<file path="config.mk">
export PLATFORM = sky130hd
export DESIGN_NAME = dma_ctl_regs
export DESIGN_NICKNAME = d
export VERILOG_FILES = /design/src/rtl/dma_ctl_regs.sv
export SDC_FILE = /design/constraint.sdc
export NUM_CORES = 1
export LEC_CHECK = 0
export ABC_AREA = 1
export BUFFER_PORTS_ARGS = -buffer_cell sky130_fd_sc_hd__buf_2
export CAP_MARGIN = 20
export CORE_MARGIN = 1
export CORE_UTILIZATION = 53
export CTS_BUF_LIST = sky130_fd_sc_hd__clkbuf_2
export DETAILED_ROUTE_END_ITERATION = 8
export HOLD_SLACK_MARGIN = 0.06
export PLACE_DENSITY = 0.93
export SYNTH_ARGS = -nofsm -noshare
export SYNTH_HDL_FRONTEND = slang
export SYNTH_SLANG_ARGS = --single-unit
</file>
<file path="constraint.sdc">
create_clock -name clk -period 1.7 [get_ports clk]
set_input_delay 0.17 -clock clk [delete_from_list [all_inputs] [get_ports clk]]
set_output_delay 0.17 -clock clk [all_outputs]
set_load 0.05 [all_outputs]
</file>
<file path="src/rtl/dma_ctl_regs.sv">
module dma_ctl_regs #(
  parameter int NCH      = 8,
  parameter int AW       = 8,
  parameter int DW       = 32,
  parameter int GATE_OFS = 8,
  parameter int IEN_OFS  = 16,
  parameter int RST_OFS  = 16,
  parameter int NBURST   = 2
) (
  input  logic              clk,
  input  logic              rst_n,
  input  logic              bus_we,
  input  logic [AW-1:0]     bus_addr,
  input  logic [DW-1:0]     bus_wdata,
  output logic [DW-1:0]     bus_rdata,
  input  logic [NCH-1:0]    chan_done_i,
  input  logic [NCH-1:0]    chan_err_i,
  output logic [NCH-1:0]    gate_o,
  output logic [NCH-1:0]    chan_rst_o,
  output logic [NBURST-1:0] burst_o,
  output logic              irq_o
);
  localparam int SW = AW - 4;
  localparam logic [SW-1:0] S_CTL = SW'(0);
  localparam logic [SW-1:0] S_IRQ = SW'(1);
  localparam logic [SW-1:0] S_ERR = SW'(2);
  localparam logic [SW-1:0] S_RST = SW'(3);

  logic [NCH-1:0]    gate_q, stat_q, ien_q, err_q, rst_q;
  logic [NBURST-1:0] burst_q;
  logic [DW-1:0]     w_ctl, w_irq, w_err, w_rst;
  logic [DW-1:0]     n_ctl, n_irq, n_err;
  logic [SW-1:0]     slot;
  logic [1:0]        asel;
  logic              wok, hit_ctl, hit_irq, hit_err, rst_trig;
  logic              unused_bits;

  assign slot     = bus_addr[AW-1:4];
  assign asel     = bus_addr[3:2];
  assign wok      = bus_we && (bus_addr[1:0] == 2'b00) && (asel != 2'd3);
  assign hit_ctl  = wok && (slot == S_CTL);
  assign hit_irq  = wok && (slot == S_IRQ);
  assign hit_err  = wok && (slot == S_ERR);
  assign rst_trig = wok && (slot == S_RST) && (asel != 2'd2);

  function automatic logic [DW-1:0] apply(input logic [DW-1:0] cur,
                                          input logic [DW-1:0] w,
                                          input logic [1:0]    a);
    case (a)
      2'd0:    apply = w;
      2'd1:    apply = cur | w;
      2'd2:    apply = cur & ~w;
      default: apply = cur;
    endcase
  endfunction

  always_comb begin
    w_ctl = '0;
    w_ctl[GATE_OFS +: NCH] = gate_q;
    w_ctl[NBURST-1:0]      = burst_q;
    w_irq = '0;
    w_irq[NCH-1:0]         = stat_q;
    w_irq[IEN_OFS +: NCH]  = ien_q;
    w_err = '0;
    w_err[NCH-1:0]         = err_q;
    w_rst = '0;
    w_rst[RST_OFS +: NCH]  = rst_q;
  end

  assign n_ctl = hit_ctl ? apply(w_ctl, bus_wdata, asel) : w_ctl;
  assign n_irq = hit_irq ? apply(w_irq, bus_wdata, asel) : w_irq;
  assign n_err = hit_err ? apply(w_err, bus_wdata, asel) : w_err;
  assign unused_bits = ^{n_ctl, n_irq, n_err};

  always_ff @(posedge clk or negedge rst_n) begin
    if (!rst_n) begin
      gate_q  <= '1;
      burst_q <= '0;
      stat_q  <= '0;
      ien_q   <= '0;
      err_q   <= '0;
      rst_q   <= '0;
    end else begin
      gate_q  <= n_ctl[GATE_OFS +: NCH];
      burst_q <= n_ctl[NBURST-1:0];
      stat_q  <= n_irq[NCH-1:0] | chan_done_i;
      ien_q   <= n_irq[IEN_OFS +: NCH];
      err_q   <= n_err[NCH-1:0] | chan_err_i;
      rst_q   <= rst_trig ? bus_wdata[RST_OFS +: NCH] : '0;
    end
  end

  always_comb begin
    case (slot)
      S_CTL:   bus_rdata = w_ctl;
      S_IRQ:   bus_rdata = w_irq;
      S_ERR:   bus_rdata = w_err;
      S_RST:   bus_rdata = w_rst;
      default: bus_rdata = '0;
    endcase
  end

  assign gate_o     = gate_q;
  assign burst_o    = burst_q;
  assign chan_rst_o = rst_q;
  assign irq_o      = |(stat_q & ien_q);

  AST_GATE_HOLD: assert property (@(posedge clk) disable iff (!rst_n)
    !hit_ctl |=> $stable(gate_o));
  AST_STATUS_STICKY: assert property (@(posedge clk) disable iff (!rst_n)
    !hit_irq |=> ((stat_q & $past(stat_q)) == $past(stat_q)));
  AST_DONE_WINS: assert property (@(posedge clk) disable iff (!rst_n)
    (chan_done_i != '0) |=> ((stat_q & $past(chan_done_i)) == $past(chan_done_i)));
  AST_IRQ_HOLD: assert property (@(posedge clk) disable iff (!rst_n)
    (irq_o && !hit_irq) |=> irq_o);
  AST_RST_ONE_CYCLE: assert property (@(posedge clk) disable iff (!rst_n)
    ((chan_rst_o != '0) && !rst_trig) |=> (chan_rst_o == '0));
  AST_ERR_STICKY: assert property (@(posedge clk) disable iff (!rst_n)
    !hit_err |=> ((err_q & $past(err_q)) == $past(err_q)));
endmodule

</file>
* Word-level counts from Yosys, hierarchy flattened
Cells that the tools add are included.
Word-level totals: register bits 42, latch bits 0, memory bits (writable) 0, memory bits (read-only) 0, input bits 59, memories kept 0
Operators by class: add/sub/neg operators 0, multiply operators 0, div/mod/pow operators 0, magnitude comparators 0, equal/unequal tests 7, shift-type cells 0, multiplexer cells 7, bitwise operators 10, reductions and logical operators 14
Operators by type and width (number):
- $pmux 24 s4 | 1
- $pmux 24 s3 | 1
- $pmux 16 s3 | 1
- $and 24x24->24 | 1
- $mux 8 | 3
- $not 24->24 | 1
- $or 24x24->24 | 1
- $or 8x8->8 | 3
- $pmux 8 s3 | 1
- $and 16x16->16 | 1
- $and 8x8->8 | 2
- $or 16x16->16 | 1
- $eq 4x2->1 const B | 2
- $reduce_or 8->1 | 1
- $logic_and 1x1->1 | 7
- $eq 4x1->1 const B | 1
- $logic_not 2->1 | 2
- $logic_not 4->1 | 1
- $ne 2x2->1 const B | 2
- $reduce_and 2->1 | 2
- $reduce_bool 3->1 | 1
- $eq 2x1->1 const B | 1
- $eq 2x2->1 const B | 1

* Longest topological paths before layout
Gate-level depths: netlist of run 1.
word-level depth 6, gate-level depth with buffers 9, gate-level depth less buffers 7

* Least setup slack after synthesis of run 1
Ideal clock, no wire load.
kind in2out, start input bus_addr[7], end output bus_rdata[18], data arrival time 1822 ps, setup slack -292 ps, stages on the path 4, buffers on the path 1, cells stage by stage nor2_2 > nand2_1 > clkbuf_1 > o21ai_0
On the way: word-level cells in the longest chain between the ends 2, elaborated cells between the ends (all ways) 5, classes of those cells eq/ne (3); mux (1); reduce/logical (1)
Ends and longest elaborated chain:
- start: declaration | line 13 | input logic [AW-1:0] bus_addr,
- $eq 4x2->1 (tied with other cells) | line 94 | case (slot)
- $pmux 24 s4 (*) | line 94
- end: declaration | line 15 | output logic [DW-1:0] bus_rdata,
Mark *: on every way between the ends. The rest lies on a longest branch, timed or not.

* Worst setup path after layout of run 1
start register gate_q[4] (netlist: gate_o[4]), end output bus_rdata[12]
On the way: word-level cells in the longest chain between the ends 1
Ends and longest elaborated chain:
- start: declaration | line 29 | logic [NCH-1:0] gate_q, stat_q, ien_q, err_q, rst_q;
- start signal: assignment | line 84 | gate_q <= n_ctl[GATE_OFS +: NCH];
- $pmux 24 s4 | line 94
Every way passes these cells.

==> impl_metrics.ini, run 1 <==
[die]
chipHeight_um = 71.2
die_w_um = 71.2
core.rowCount = 24
start_util = 0.568
dieArea_um2 = 5070
io_pins = 110
core_um2 = 4470

[layout]
diodes = 0
n_fill_cell = 318
syn_to_final_growth_pct = 31.5
layout_common_cells = nand2_1, buf_2, inv_1, dfrtp_1, dlygate4sd3_1
final_util = 0.746
design_area_um2 = 3340
layout-drive-gt1-share = 0.256
layout.nets = 538
final_common_cell = nand2_1

[detailed_routing]
first_pass_iters = 9
ant_nets = 0
num_vias = 2870
viasPerCell = 5.39
wl_per_cell_um = 14.0
drc = 7
routed_wl_um = 7440
drt_iter0_drc = 246

[critical_path]
crit_buf_inv = 2
crit_slowest_cell = dfstp_2
path_delay_family = flip-flops
required_ns = 1.53
path_cells = inv_1 > nor2_1 > clkbuf_4
cpPeakStageDelay_ns = 0.59
cp_max_fo = 3
critPathKind = register to primary output
cp-start-kind = register
critPathCaptureType = primary output
crit_arrival_ns = 1.48
r2r_setup_slack_ns = 0.95

[synthesis]
yosysSeqAreaShare = 0.418
syn_area_um2 = 2540
syn_inst = 356
avgSynthCellArea_um2 = 7.13
yosys_register_bits = 42
yosysWarnings = 0
ys_types = 26

[global_routing]
first_global_vias = 2804
track_usage = 0.316
grt_first_pass_wirelength_um = 12500
grt_max_degree = 43
antenna_found_initial = 0
grt-ovfl-total = 0

[timing]
setup_viol = 0
tns_ns = 0
fmax_ghz = 0.607
period_share = 0.969
hold_slack_ns = 0.100
maxSlewHeadroom = 0.644
rsz0062_at_grt = no
drv_slew = 0
fin_skew_ns = 0
max_slew.worst_pin.slew_ns = 0.534
fin_crit_ns = 1.65
hold_violations = 0

[clock_tree]
root_buffer = clkbuf_2
clkTransAtPathRegs_ns = 0.21
clock_sinks = 42
clock_path_buffers = 2
clk_latency_ns = 0.42
cts-buffers-inserted = 5
ctsHtreeMaxLevel = 2
cts_tree = yes

[job]
maxCapViolCount = 0

[placement]
dp_hpwl_um = 4800
port-buffer-count = 93
placed_area_um2 = 2960
gp_congestion = 0.826

[power_and_ir_drop]
peakVddDrop_v = 0.000394
powerDensity_nw_per_um2 = 610
p_leak_uw = 0.00185

[min_path]
min-delay-path-class = input pin to register

[run_status]
violations = DRC
status = complete, but fails checks
-- report_power, final --
| group | switching, uW | total (uW) | internal (uW) |
|---|---|---|---|
| registers | 22.1 | 1060 | 1040 |
| logic | 380 | 565 | 185 |
| clock network | 321 | 409 | 87.7 |
-- registers in the layout, summed over array words and instances, names as in the netlist --
name        count
ien_q           8
burst_o         2
chan_rst_o      8
stat_q          8
err_q           8
gate_o          8
-- layer usage --
metal,track usage,up-vias,wire [um]
met3,0.0450,37,613
li1,-,1342,-
met5,0,-,0
met4,0.213,0,335
met2,0.527,180,3650
met1,0.383,1311,2850
-- kinds of logic (layout without fill, tap and decap cells) --
family | Yosys count | in the layout | share of synthesized area
other cells | 1 | 8 | 0.00148
simple gates | 189 | 189 | 0.321
buf+inv | 65 | 182 | 0.131
compound gates | 59 | 59 | 0.129
flops | 42 | 42 | 0.418
-- worst paths after layout --
kind	cells after the start	end	from
worst max-delay path	3	bus_rdata[12]	gate_o[4]
max in group asynchronous	3	stat_q[0]	rst_n
min in group asynchronous	3	chan_rst_o[5]	rst_n
worst min register to register	2	gate_o[1]	gate_o[1]
worst max register to register	2	gate_o[4]	gate_o[4]
worst min-delay path	6	burst_o[0]	bus_wdata[0]
-- synthesized netlist by cell type, drive strengths merged --
master | instances | area, um^2
nand2 | 133 | 507
inv | 43 | 161
dfrtp | 34 | 851
nor2 | 28 | 151
a21oi | 24 | 120
o21ai | 23 | 119
buf | 20 | 164
nand3 | 20 | 118
dfstp | 8 | 210
nor3 | 8 | 40.0
o21bai | 8 | 60.1
o22ai | 3 | 18.8
clkbuf | 2 | 7.51
a22o | 1 | 8.76
conb | 1 | 3.75
-- cell type report --
type                    count  area [um^2]  area share
inverters                  43          161      0.0483
clock buffers               5         25.0     0.00749
clock inverters             3         11.3     0.00337
multi-input cells         256         1180       0.353
well taps                  52         65.1      0.0195
repair buffers            131          838       0.251
flip-flops and latches     42         1060       0.318
-- metrics by stage --
| stage | worst slack [ns] | power [uW] | std cells |
|---|---|---|---|
| floorplan | -0.292 | 1420 | 363 |
| detailed placement | 0.170 | 1570 | 491 |
| global placement | 0.233 | 1550 | 491 |
| CTS | 0.0526 | 2020 | 532 |
| global route | 0.0101 | 2110 | 532 |
| finish | 0.0527 | 2040 | 532 |
-- repair_timing --
action,CTS,global route
buffers inserted,0,0
hold endpoints to repair,74,0
endpoints found under the setup margin,0,3
resized for setup,0,3
hold buffers,33,0
-- tightest hold or removal path: stages --
cell	delay, ns
buf_2	0.07
inv_1	0.05
o21ai_0	0.08
nand2_1	0.06
nand2_1	0.05
nand2_1	0.04
Power figures use the tool's default switching activity.
==> inputs of run 2 (changes only) <==
--- a/config.mk
+++ b/config.mk
@@ -13,7 +13,7 @@
 export CTS_BUF_LIST = sky130_fd_sc_hd__clkbuf_2
 export DETAILED_ROUTE_END_ITERATION = 8
 export HOLD_SLACK_MARGIN = 0.06
-export PLACE_DENSITY = 0.93
+export PLACE_DENSITY = 0.88
 export SYNTH_ARGS = -nofsm -noshare
 export SYNTH_HDL_FRONTEND = slang
 export SYNTH_SLANG_ARGS = --single-unit
==> constraint.sdc (replaced) <==
create_clock -name clk -period 1.7 [get_ports clk]
set_input_delay 0 -clock clk [delete_from_list [all_inputs] [get_ports clk]]
set_output_delay 0 -clock clk [all_outputs]
set_load 0.05 [all_outputs]
==> run 2 against run 1 <==
Effect of this change:
- the run still ends with DRC left
- wire length rose by 36%
- utilization up 9.6 points
- global-route usage is 9.6 points higher
- critical path depth up 3
- flip-flop and latch count stayed put
- hold slack got worse by 0.023 ns
==> impl_metrics.ini, run 2 (synthesis results as in run 1) <==
[run_status]
status = complete, but fails checks
violations = DRC

[clock_tree]
clkTransAtPathRegs_ns = 0.22
post_cts_resized = 0
root_buffer = clkbuf_2
post_cts_buffers = 0
postCtsHoldBufs = 75
cts_tree = yes
clk_latency_ns = 0.43
clock_path_buffers = 2
ctsHtreeMaxLevel = 2
cts-buffers-inserted = 5
clock_sinks = 42

[timing]
setup_viol = 0
rsz0062_at_grt = no
fmax_ghz = 0.602
drv_slew = 0
fin_crit_ns = 1.66
fin_skew_ns = 0
hold_violations = 0
period_share = 0.978
tns_ns = 0

[critical_path]
crit_buf_inv = 4
path_cells = buf_2 > dlygate4sd3_1 > inv_2 > o21ai_2 > nor3_1 > dlygate4sd3_1
cp-start-kind = input pin
crit_slowest_cell = dlygate4sd3_1
timing.rr.end = gate_o[4]
r2r_setup_slack_ns = 0.93
cp_max_fo = 18
required_ns = 2.09
cpPeakStageDelay_ns = 0.61
reg2regPathDepth = 2
path_delay_family = buffers and inverters
r2r-start = gate_o[4]
crit_path_frequent_cell = dlygate4sd3_1
critPathKind = input pin to register
critPathCaptureType = register
crit_arrival_ns = 2.06

[global_routing]
grt_max_degree = 33
first_global_vias = 3285
grt_first_pass_wirelength_um = 15600
track_usage = 0.412
antenna_found_initial = 0
grt-ovfl-total = 0

[layout]
layout_common_cells = nand2_1, buf_2, dlygate4sd3_1, inv_1, dfrtp_1
layout.nets = 582
layout-drive-gt1-share = 0.242
diodes = 0
multi_input_area_um2 = 1170
final-seq-area_um2 = 1060
n_fill_cell = 238
syn_to_final_growth_pct = 48.5
final_common_cell = nand2_1
final_util = 0.843

[detailed_routing]
first_pass_iters = 9
wl_per_cell_um = 17.5
drc = 7
num_vias = 3396
drt_iter0_drc = 431
viasPerCell = 5.90
routed_wl_um = 10100
ant_nets = 0

[die]
dieArea_um2 = 5070
io_pins = 110
chipHeight_um = 71.2
core.rowCount = 24
core_um2 = 4470
start_util = 0.568
die_w_um = 71.2

[power_and_ir_drop]
power_frac_comb = 0.296
intPower_uw = 1390
power_frac_seq = 0.491
peakVddDrop_v = 0.000482
powerDensity_nw_per_um2 = 575
p_leak_uw = 0.00203
power_switching_uw = 784
netSwitchingFraction = 0.361
power_frac_clock = 0.214

[min_path]
whs_endpoint = burst_o[0]
min-delay-path-class = input pin to register
hp-start = bus_addr[6]
holdPathStages = 6

[placement]
gp_congestion = 0.832
port-buffer-count = 93
dp_hpwl_um = 4800

[job]
maxCapViolCount = 0
-- run 2: cell count changes in the layout (fill, tap and decap cells not counted) --
cell / change
dlygate4sd3_1: +43
clkbuf_2: +3
clkinv_1: -3
buf_2: +2
clkbuf_4: -2
buf_4: +1
nor2_2: +1
nor2_4: -1
-- run 2: worst max-delay path by stage --
stage	start	to	cells past startpoint
after floorplan	bus_addr[7]	bus_rdata[18]	4
after global placement	bus_addr[2]	stat_q[6]	7
after detailed placement	bus_addr[2]	gate_o[7]	7
after CTS	rst_n	ien_q[5]	4
after global routing	ien_q[3]	irq_o	5
final	bus_addr[3]	chan_rst_o[6]	6
-- run 2: area by class of cell --
cell class,instances,area share
multi-input combinational,256,0.311
tap,52,0.0173
inverter,43,0.0428
timing repair buffer,175,0.337
sequential,42,0.281
clock buffer,8,0.0106
-- run 2: power groups by stage --
stage | Combinational [uW] | Clock (uW) | Sequential, uW
floorplan | 289 | 0 | 1130
global placement | 480 | 0 | 1080
detailed placement | 490 | 0 | 1080
CTS | 598 | 445 | 1060
global route | 672 | 507 | 1070
finish | 641 | 464 | 1060
-- run 2: through the flow --
step                setup slack [ns]  cell area, um^2  hold slack (ns)  total power, uW  instances
global route                 0.00317             3770           0.0666             2250        576
floorplan                     0.0485             2570           -0.296             1420        363
finish                        0.0375             3770           0.0772             2170        576
detailed placement             0.373             2970         -0.00740             1570        492
CTS                            0.135             3760           0.0667             2100        575
global placement               0.426             2970          -0.0130             1560        492
-- run 2: metal layers --
| layer | vias up | global-route usage | routed length, um |
|---|---|---|---|
| li1 | 1426 | - | - |
| met3 | 100 | 0.101 | 1090 |
| met2 | 328 | 0.678 | 4830 |
| met5 | - | 0 | 0 |
| met1 | 1542 | 0.469 | 3460 |
| met4 | 0 | 0.298 | 709 |
-- run 2: tightest hold or removal path, cell delays in order --
cell and delay [ns]:
buf_2 0.09, nor2_2 0.05, nand3_2 0.10, nor2_4 0.11, nand2_1 0.09, nand2_1 0.05
